## config.mk

```make
export PLATFORM = sky130hd
export DESIGN_NAME = qcycle_seq
export DESIGN_NICKNAME = d
export VERILOG_FILES = /design/src/rtl/qcyc_pkg.sv /design/src/rtl/qcyc_phase_gen.sv /design/src/rtl/qcyc_pc_unit.sv /design/src/rtl/qcyc_fetch_pipe.sv /design/src/rtl/qcycle_seq.sv
export SDC_FILE = /design/constraint.sdc
export NUM_CORES = 1
export LEC_CHECK = 0
export ABC_AREA = 1
export BUFFER_PORTS_ARGS = -buffer_cell sky130_fd_sc_hd__buf_2
export CORE_MARGIN = 2
export CORE_UTILIZATION = 45
export DETAILED_ROUTE_END_ITERATION = 6
export PLACE_DENSITY = 0.74
export SLEW_MARGIN = 5
export SYNTH_ARGS = -nofsm -noshare
export SYNTH_HDL_FRONTEND = slang
export SYNTH_SLANG_ARGS = --single-unit
```

## constraint.sdc

```tcl
create_clock -name clk -period 1.4 [get_ports clk]
set_input_delay 0.14 -clock clk [delete_from_list [all_inputs] [get_ports clk]]
set_output_delay 0.14 -clock clk [all_outputs]
set_load 0.1 [all_outputs]
```

## src/rtl/qcyc_pkg.sv

```systemverilog
package qcyc_pkg;
  typedef enum logic [1:0] {PH_Q1 = 2'd0, PH_Q2 = 2'd1, PH_Q3 = 2'd2, PH_Q4 = 2'd3} phase_e;
  localparam int NUM_PHASES = 4;
endpackage

```

## src/rtl/qcyc_phase_gen.sv

```systemverilog
module qcyc_phase_gen
  import qcyc_pkg::*;
(
  input  logic                  clk,
  input  logic                  rst,
  output logic [NUM_PHASES-1:0] ring,
  output logic                  clk_div,
  output logic                  rd_slot,
  output logic                  wr_slot
);
  logic [NUM_PHASES-1:0] ring_nx;

  always_comb ring_nx = {ring[NUM_PHASES-2:0], ring[NUM_PHASES-1]};

  always_ff @(posedge clk) begin
    if (rst) begin
      ring    <= NUM_PHASES'(1);
      clk_div <= 1'b1;
      rd_slot <= 1'b0;
      wr_slot <= 1'b0;
    end else begin
      ring    <= ring_nx;
      clk_div <= ring_nx[PH_Q1] | ring_nx[PH_Q2];
      rd_slot <= ring_nx[PH_Q2];
      wr_slot <= ring_nx[PH_Q4];
    end
  end

  // exactly one phase active
  p_ring_onehot_r1: assert property (@(posedge clk) disable iff (rst)
    $countones(ring) == 1);
  // Q4 is followed by Q1
  p_ring_wrap_r1: assert property (@(posedge clk) disable iff (rst)
    ring[PH_Q4] |=> ring[PH_Q1]);
  // divided clock tracks the first half of the cycle
  p_clkdiv_r2: assert property (@(posedge clk) disable iff (rst)
    clk_div == (ring[PH_Q1] | ring[PH_Q2]));
  // read strobe only in Q2
  p_rd_in_q2_r5: assert property (@(posedge clk) disable iff (rst)
    rd_slot == ring[PH_Q2]);
endmodule

```

## src/rtl/qcyc_pc_unit.sv

```systemverilog
module qcyc_pc_unit #(
  parameter int PC_W = 10
) (
  input  logic            clk,
  input  logic            rst,
  input  logic            at_q3,
  input  logic            at_q4,
  input  logic            flush,
  input  logic            br_req,
  input  logic [PC_W-1:0] br_target,
  output logic [PC_W-1:0] pc,
  output logic            jump_pend
);
  logic [PC_W-1:0] tgt_q;

  always_ff @(posedge clk) begin
    if (rst) begin
      pc        <= '0;
      tgt_q     <= '0;
      jump_pend <= 1'b0;
    end else begin
      if (at_q3) begin
        jump_pend <= br_req & ~flush;
        tgt_q     <= br_target;
      end else if (at_q4) begin
        jump_pend <= 1'b0;
      end
      if (at_q4) pc <= jump_pend ? tgt_q : pc + 1'b1;
    end
  end

  // PC only moves on entry to Q1
  p_pc_hold_r3: assert property (@(posedge clk) disable iff (rst)
    !at_q4 |=> $stable(pc));
  // plain increment with wrap
  p_pc_incr_r10: assert property (@(posedge clk) disable iff (rst)
    (at_q4 && !jump_pend) |=> pc == PC_W'($past(pc) + 1'b1));
  // taken jump loads the sampled target
  p_pc_jump_r7: assert property (@(posedge clk) disable iff (rst)
    (at_q4 && jump_pend) |=> pc == $past(tgt_q));
  // no jump is armed from a flushed cycle
  p_no_arm_in_flush_r8: assert property (@(posedge clk) disable iff (rst)
    (at_q3 && flush) |=> !jump_pend);
endmodule

```

## src/rtl/qcyc_fetch_pipe.sv

```systemverilog
module qcyc_fetch_pipe #(
  parameter int               WORD_W   = 14,
  parameter logic [WORD_W-1:0] NOP_WORD = '0
) (
  input  logic              clk,
  input  logic              rst,
  input  logic              at_q3,
  input  logic              at_q4,
  input  logic              jump_pend,
  input  logic [WORD_W-1:0] pm_rdata,
  output logic [WORD_W-1:0] ir,
  output logic              flush
);
  logic [WORD_W-1:0] fetch_q;

  always_ff @(posedge clk) begin
    if (rst) begin
      fetch_q <= NOP_WORD;
      ir      <= NOP_WORD;
      flush   <= 1'b1;
    end else begin
      if (at_q3) fetch_q <= pm_rdata;
      if (at_q4) begin
        ir    <= jump_pend ? NOP_WORD : fetch_q;
        flush <= jump_pend;
      end
    end
  end

  // executing word stays put inside an instruction cycle
  p_ir_hold_r4: assert property (@(posedge clk) disable iff (rst)
    !at_q4 |=> ($stable(ir) && $stable(flush)));
  // a flushed cycle executes the no-op
  p_flush_nop_r7: assert property (@(posedge clk) disable iff (rst)
    flush |-> ir == NOP_WORD);
endmodule

```

## src/rtl/qcycle_seq.sv

```systemverilog
module qcycle_seq
  import qcyc_pkg::*;
#(
  parameter int                PC_W     = 10,
  parameter int                WORD_W   = 14,
  parameter logic [WORD_W-1:0] NOP_WORD = '0
) (
  input  logic              clk,
  input  logic              rst,
  output logic [3:0]        phase_oh,
  output logic              clk_div,
  output logic [PC_W-1:0]   pm_addr,
  input  logic [WORD_W-1:0] pm_rdata,
  output logic [WORD_W-1:0] ir_word,
  output logic              flush,
  input  logic              br_req,
  input  logic [PC_W-1:0]   br_target,
  output logic              dm_rd_stb,
  output logic              dm_wr_stb
);
  logic [NUM_PHASES-1:0] ring;
  logic                  wr_slot;
  logic                  jump_pend;
  logic                  flush_q;

  qcyc_phase_gen u_phase (
    .clk     (clk),
    .rst     (rst),
    .ring    (ring),
    .clk_div (clk_div),
    .rd_slot (dm_rd_stb),
    .wr_slot (wr_slot)
  );

  qcyc_pc_unit #(.PC_W(PC_W)) u_pc (
    .clk       (clk),
    .rst       (rst),
    .at_q3     (ring[PH_Q3]),
    .at_q4     (ring[PH_Q4]),
    .flush     (flush_q),
    .br_req    (br_req),
    .br_target (br_target),
    .pc        (pm_addr),
    .jump_pend (jump_pend)
  );

  qcyc_fetch_pipe #(.WORD_W(WORD_W), .NOP_WORD(NOP_WORD)) u_pipe (
    .clk       (clk),
    .rst       (rst),
    .at_q3     (ring[PH_Q3]),
    .at_q4     (ring[PH_Q4]),
    .jump_pend (jump_pend),
    .pm_rdata  (pm_rdata),
    .ir        (ir_word),
    .flush     (flush_q)
  );

  assign phase_oh  = ring;
  assign flush     = flush_q;
  assign dm_wr_stb = wr_slot & ~flush_q;

  // no destination write while a discarded word executes
  p_no_wr_in_flush_r6: assert property (@(posedge clk) disable iff (rst)
    flush |-> !dm_wr_stb);
  // write strobe only in Q4
  p_wr_in_q4_r6: assert property (@(posedge clk) disable iff (rst)
    dm_wr_stb |-> phase_oh[PH_Q4]);
endmodule

```

**Word-level counts from Yosys, hierarchy flattened**

Cells that the tools add are included.
W data, S select, Z words.

- Bitwise operators: 4
- Equal/unequal tests: 0
- Add/subtract/negate cells: 1
- Magnitude comparators: 0
- Divide/modulo/power cells: 0
- $mul: 0
- Muxes and demuxes: 4
- Shift operators: 0
- Reduce and logical (&&, ||, !) cells: 1

Operators with widths:

| kind | number |
|---|---|
| $mux W14 | 1 |
| $add A10 B1 Y10 const B | 1 |
| $mux W10 | 1 |
| $and A1 B1 Y1 | 2 |
| $mux W1 | 2 |
| $reduce_bool A2 Y1 | 1 |
| $not A1 Y1 | 1 |
| $or A1 B1 Y1 | 1 |

- Bits in writable memories: 0
- Output and inout bits: 32
- Memory bits (read-only): 0
- Bits in latches: 0
- Flip-flop bits (word level): 57
- Memories: 0

**Longest topological paths before layout**

- Depth after elaboration: 3
- Gate-level depth with buffers: 7
- Gate-level depth less buffers: 7

**By module**

A second synthesis with hierarchy kept.

- Cells, all modules: 297
- Area total of the unflattened synthesis: 2317.2 um^2

By module, submodules not included:

| module | area an instance (um^2) | times used | cells an instance | sequential area each (um^2) |
|---|---|---|---|---|
| qcyc_fetch_pipe | 1131.1 | 1 | 128 | 580.6 |
| qcyc_pc_unit | 1024.7 | 1 | 151 | 420.4 |
| qcyc_phase_gen | 151.4 | 1 | 16 | 100.1 |
| qcycle_seq | 10.0 | 1 | 2 | 0.0 |

**Worst setup path before layout**

OpenSTA, ideal clock, no wires.

- Path kind: register -> output
- Start point: reg u_pipe.flush
- End point: out dm_wr_stb
- Cell stages (with the launch flop): 2
- Data required time: 1.260 ns
- Data arrival time: 2.058 ns
- Setup slack: -0.798 ns
- Cell sequence: dfxtp_1 > nor2_1

- Word-level cells in the longest chain between the ends: 2

Ends and longest elaborated chain:

| element | RTL line | text |
|---|---|---|
| start: declaration | qcyc_fetch_pipe.sv:12 | `output logic flush` |
| start signal: assignment | qcyc_fetch_pipe.sv:25 | `flush <= jump_pend;` |
| $not A1 Y1 | qcycle_seq.sv:60 | `assign dm_wr_stb = wr_slot & ~flush_q;` |
| $and A1 B1 Y1 | qcycle_seq.sv:60 |  |
| end: declaration | qcycle_seq.sv:19 | `output logic dm_wr_stb` |

No other way between the ends.

**Worst setup path in the final report**

- Start point: reg u_phase.wr_slot
- End point: out dm_wr_stb

- Word-level cells in the longest chain between the ends: 1

Ends and longest elaborated chain:

| element | RTL line | text |
|---|---|---|
| start: declaration | qcyc_phase_gen.sv:9 | `output logic wr_slot` |
| start signal: assignment | qcyc_phase_gen.sv:25 | `wr_slot <= ring_nx[PH_Q4];` |
| $and A1 B1 Y1 | qcycle_seq.sv:60 |  |

No other way between the ends.

==> flow_summary.json <==
{
  "area_growth_pct": 20.0,
  "r2r_slack_ns": 0.25,
  "rsz0062_at_grt": "false",
  "hold_end": "u_pipe.fetch_q[8]$_SDFFE_PP0P_",
  "hp-start": "pm_rdata[8]",
  "totalWireLength_um": 4570,
  "max_freq_mhz": 741,
  "ios": 59,
  "synth_area_leaders": "dfxtp_1 (50%), nand2_1 (11%), inv_1 (6.8%)",
  "peakVddDrop_v": 0.000656,
  "worstSetupPathType": "flop to output pin",
  "root_buffer": "clkbuf_8",
  "seq_area_frac_synth": 0.497,
  "hold_slack_ns": 0.0126,
  "fin_nets": 355,
  "synth_edf_count": 0,
  "cts_buffers": 5,
  "finalCriticalPeriod_ns": 1.35,
  "place_inst": 387,
  "crit_cells": 4,
  "grt_remaining_overflow": 0,
  "final_util": 0.563,
  "start_util": 0.469,
  "max_stage_delay_ns": 0.37,
  "first_global_vias": 1779,
  "hp-class": "primary input to flop",
  "powerDensity_nw_per_um2": 1030,
  "syn_avg_cell_area_um2": 8.23,
  "cp_num_buf_inv": 3,
  "gr-usage-all-layers": 0.183,
  "grt_pass1_wl_um": 7750,
  "tritoncts": "yes",
  "critPathMaxFanout": 13,
  "fin_setup_tns_ns": 0,
  "timing.rr.start": "u_pc.pc[1]$_SDFFE_PP0P_",
  "power.leakage_uw": 0.00116,
  "clock_sinks": 55,
  "grt_max_degree": 19,
  "synth_nets": 297,
  "rows": 25,
  "synth_top_cell_by_area": "dfxtp_1",
  "clock_path_buffers": 2,
  "slew_viol_final": 0,
  "crit_path_cell_trace": "buf_6, inv_1, nor2_4, buf_12",
  "antennaDiodeCount": 0,
  "wl_per_cell_um": 11.6,
  "cts_htree_levels": 2,
  "die_y_um": 74.2,
  "coreArea_um2": 4720,
  "synth_cell_types": 25,
  "maxCapViolCount": 0,
  "wirelength_met1_um": 2110,
  "critPathTopFamily": "buffers and inverters",
  "met3_length_um": 218,
  "dieArea_um2": 5500,
  "clkSlewWorstSetupHoldPaths_ns": 0.09,
  "critPathRequiredTime_ns": 1.26,
  "worst_setup_path_start_kind": "flop",
  "cp_slowest_cell": "dfxtp_4",
  "ys_warn_count": 0,
  "drive_gt1_frac": 0.323,
  "skew_ns": 0.00838,
  "synth_top_area_share": 0.497,
  "detail-route-antenna-nets": 0,
  "synthArstFlopShare": 0,
  "post-route-drc-count": 0,
  "run_status": "finished clean",
  "period_share": 0.964,
  "drt_iter0_drc": 78,
  "setup_viol": 0,
  "hold_depth": 3,
  "synthesis.area_um2": 2210,
  "cp-end-kind": "output pin",
  "reg2reg_depth": 7,
  "final_area_um2": 2660,
  "synth_ff_type": "dfxtp_1",
  "synthCells": 269,
  "r2r-end": "u_pc.pc[6]$_SDFFE_PP0P_",
  "port_buffers": 58,
  "num_vias": 1882,
  "hold_viol_final": 0,
  "dpl-instance-area_um2": 2570,
  "synth_commonest_cells": "nand2_1 (64), dfxtp_1 (55), inv_1 (40)",
  "synth_seq_cells": 55,
  "gp_congestion": 0.849,
  "worstMarginPinSlew_ns": 0.494,
  "die_w_um": 74.2,
  "synth.most_common_cell": "nand2_1",
  "fin_cells": 395,
  "antenna_found_initial": 0,
  "clock_latency_ns": 0.30,
  "route.met2.wl_um": 2130,
  "hpwlAfterDp_um": 3360,
  "cp.arrival_ns": 1.21,
  "highest_layer": "met4",
  "viasPerCell": 4.76,
  "drt_pass1_iterations": 4,
  "slew_headroom": 0.673
}
[flip-flops by register name (all words and copies together), names as in the netlist]
name / count
u_pipe.fetch_q: 14
u_pipe.ir: 14
u_pc.pc: 10
u_pc.tgt_q: 10
u_phase.ring: 3
u_pc.jump_pend: 1
u_phase.clk_div: 1
u_phase.wr_slot: 1
u_pipe.flush: 1
[through the flow]
stage / setup WS (ns) / total power (uW)
after floorplan: -0.0486 / 1870
after global placement: 0.258 / 1930
after detailed placement: 0.250 / 1930
after CTS: 0.0276 / 2770
after global routing: 0.00753 / 2860
final: 0.0508 / 2730
[cell usage in the layout, fill, tap and decap left out, drive strengths merged]
cell type / count
a21oi: 10
a31oi: 1
a32o: 7
buf: 63
clkbuf: 6
clkinv: 1
dfxtp: 55
ha: 1
inv: 44
nand2: 68
nand3: 21
nor2: 15
o21ai: 28
o22ai: 7
o31ai: 1
[cell type report]
class,count,area (um2)
well taps,67,83.8
clock buffers,6,72.6
fillers,451,2070
clock inverters,2,11.3
repair buffers,63,362
multi-input cells,159,841
inverters,43,164
flip-flops and latches,55,1120
[power breakdown]
part | leakage (uW) | internal, uW | switching, uW
sequential | 0.000453 | 1600 | 16.8
clock | 0.0000455 | 352 | 487
combinational | 0.000661 | 71.4 | 207
[worst reg2reg max path: stages (launching register included)]
cell and delay [ns]:
dfxtp_4 0.37, ha_1 0.20, nand2_2 0.09, nor2_1 0.13
nand2_1 0.07, nand2_1 0.05, nand3_1 0.06, a21oi_1 0.12
[layer usage]
layer | vias to the layer above | GRT usage
met1 | 849 | 0.230
met2 | 45 | 0.295
met4 | 0 | 0.0869
met3 | 10 | 0.0447
li1 | 978 | -
met5 | - | 0
[how the worst max path moves through the flow]
stage | start | endpoint | slack (ns)
global placement | u_pc.pc[1]$_SDFFE_PP0P_ | u_pc.pc[6]$_SDFFE_PP0P_ | 0.26
CTS | u_phase.wr_slot$_SDFF_PP0_ | dm_wr_stb | 0.03
detailed placement | u_pc.pc[1]$_SDFFE_PP0P_ | u_pc.pc[6]$_SDFFE_PP0P_ | 0.25
finish | u_phase.wr_slot$_SDFF_PP0_ | dm_wr_stb | 0.05
floorplan | u_pipe.flush$_SDFFE_PP1P_ | dm_wr_stb | -0.05
global route | u_phase.wr_slot$_SDFF_PP0_ | dm_wr_stb | 0.008
[kinds of logic after synthesis]
logic type / after synthesis / synth area share
adder cells (fa/ha/maj): 1 / 0.00565
flip-flops: 55 / 0.497
AO/OA/AOI/OAI: 54 / 0.162
buffers and inverters: 55 / 0.127
AND/OR/NAND/NOR: 104 / 0.208
[repair_timing]
action | 4_1_cts | 5_1_grt
endpoints found under the hold margin | 0 | 0
gates resized for setup | 2 | 1
hold buffers | 0 | 0
setup buffers | 0 | 0
endpoints found under the setup margin | 1 | 1
pin swaps | 0 | 0
No activity file was read; power rests on OpenSTA's default activity.
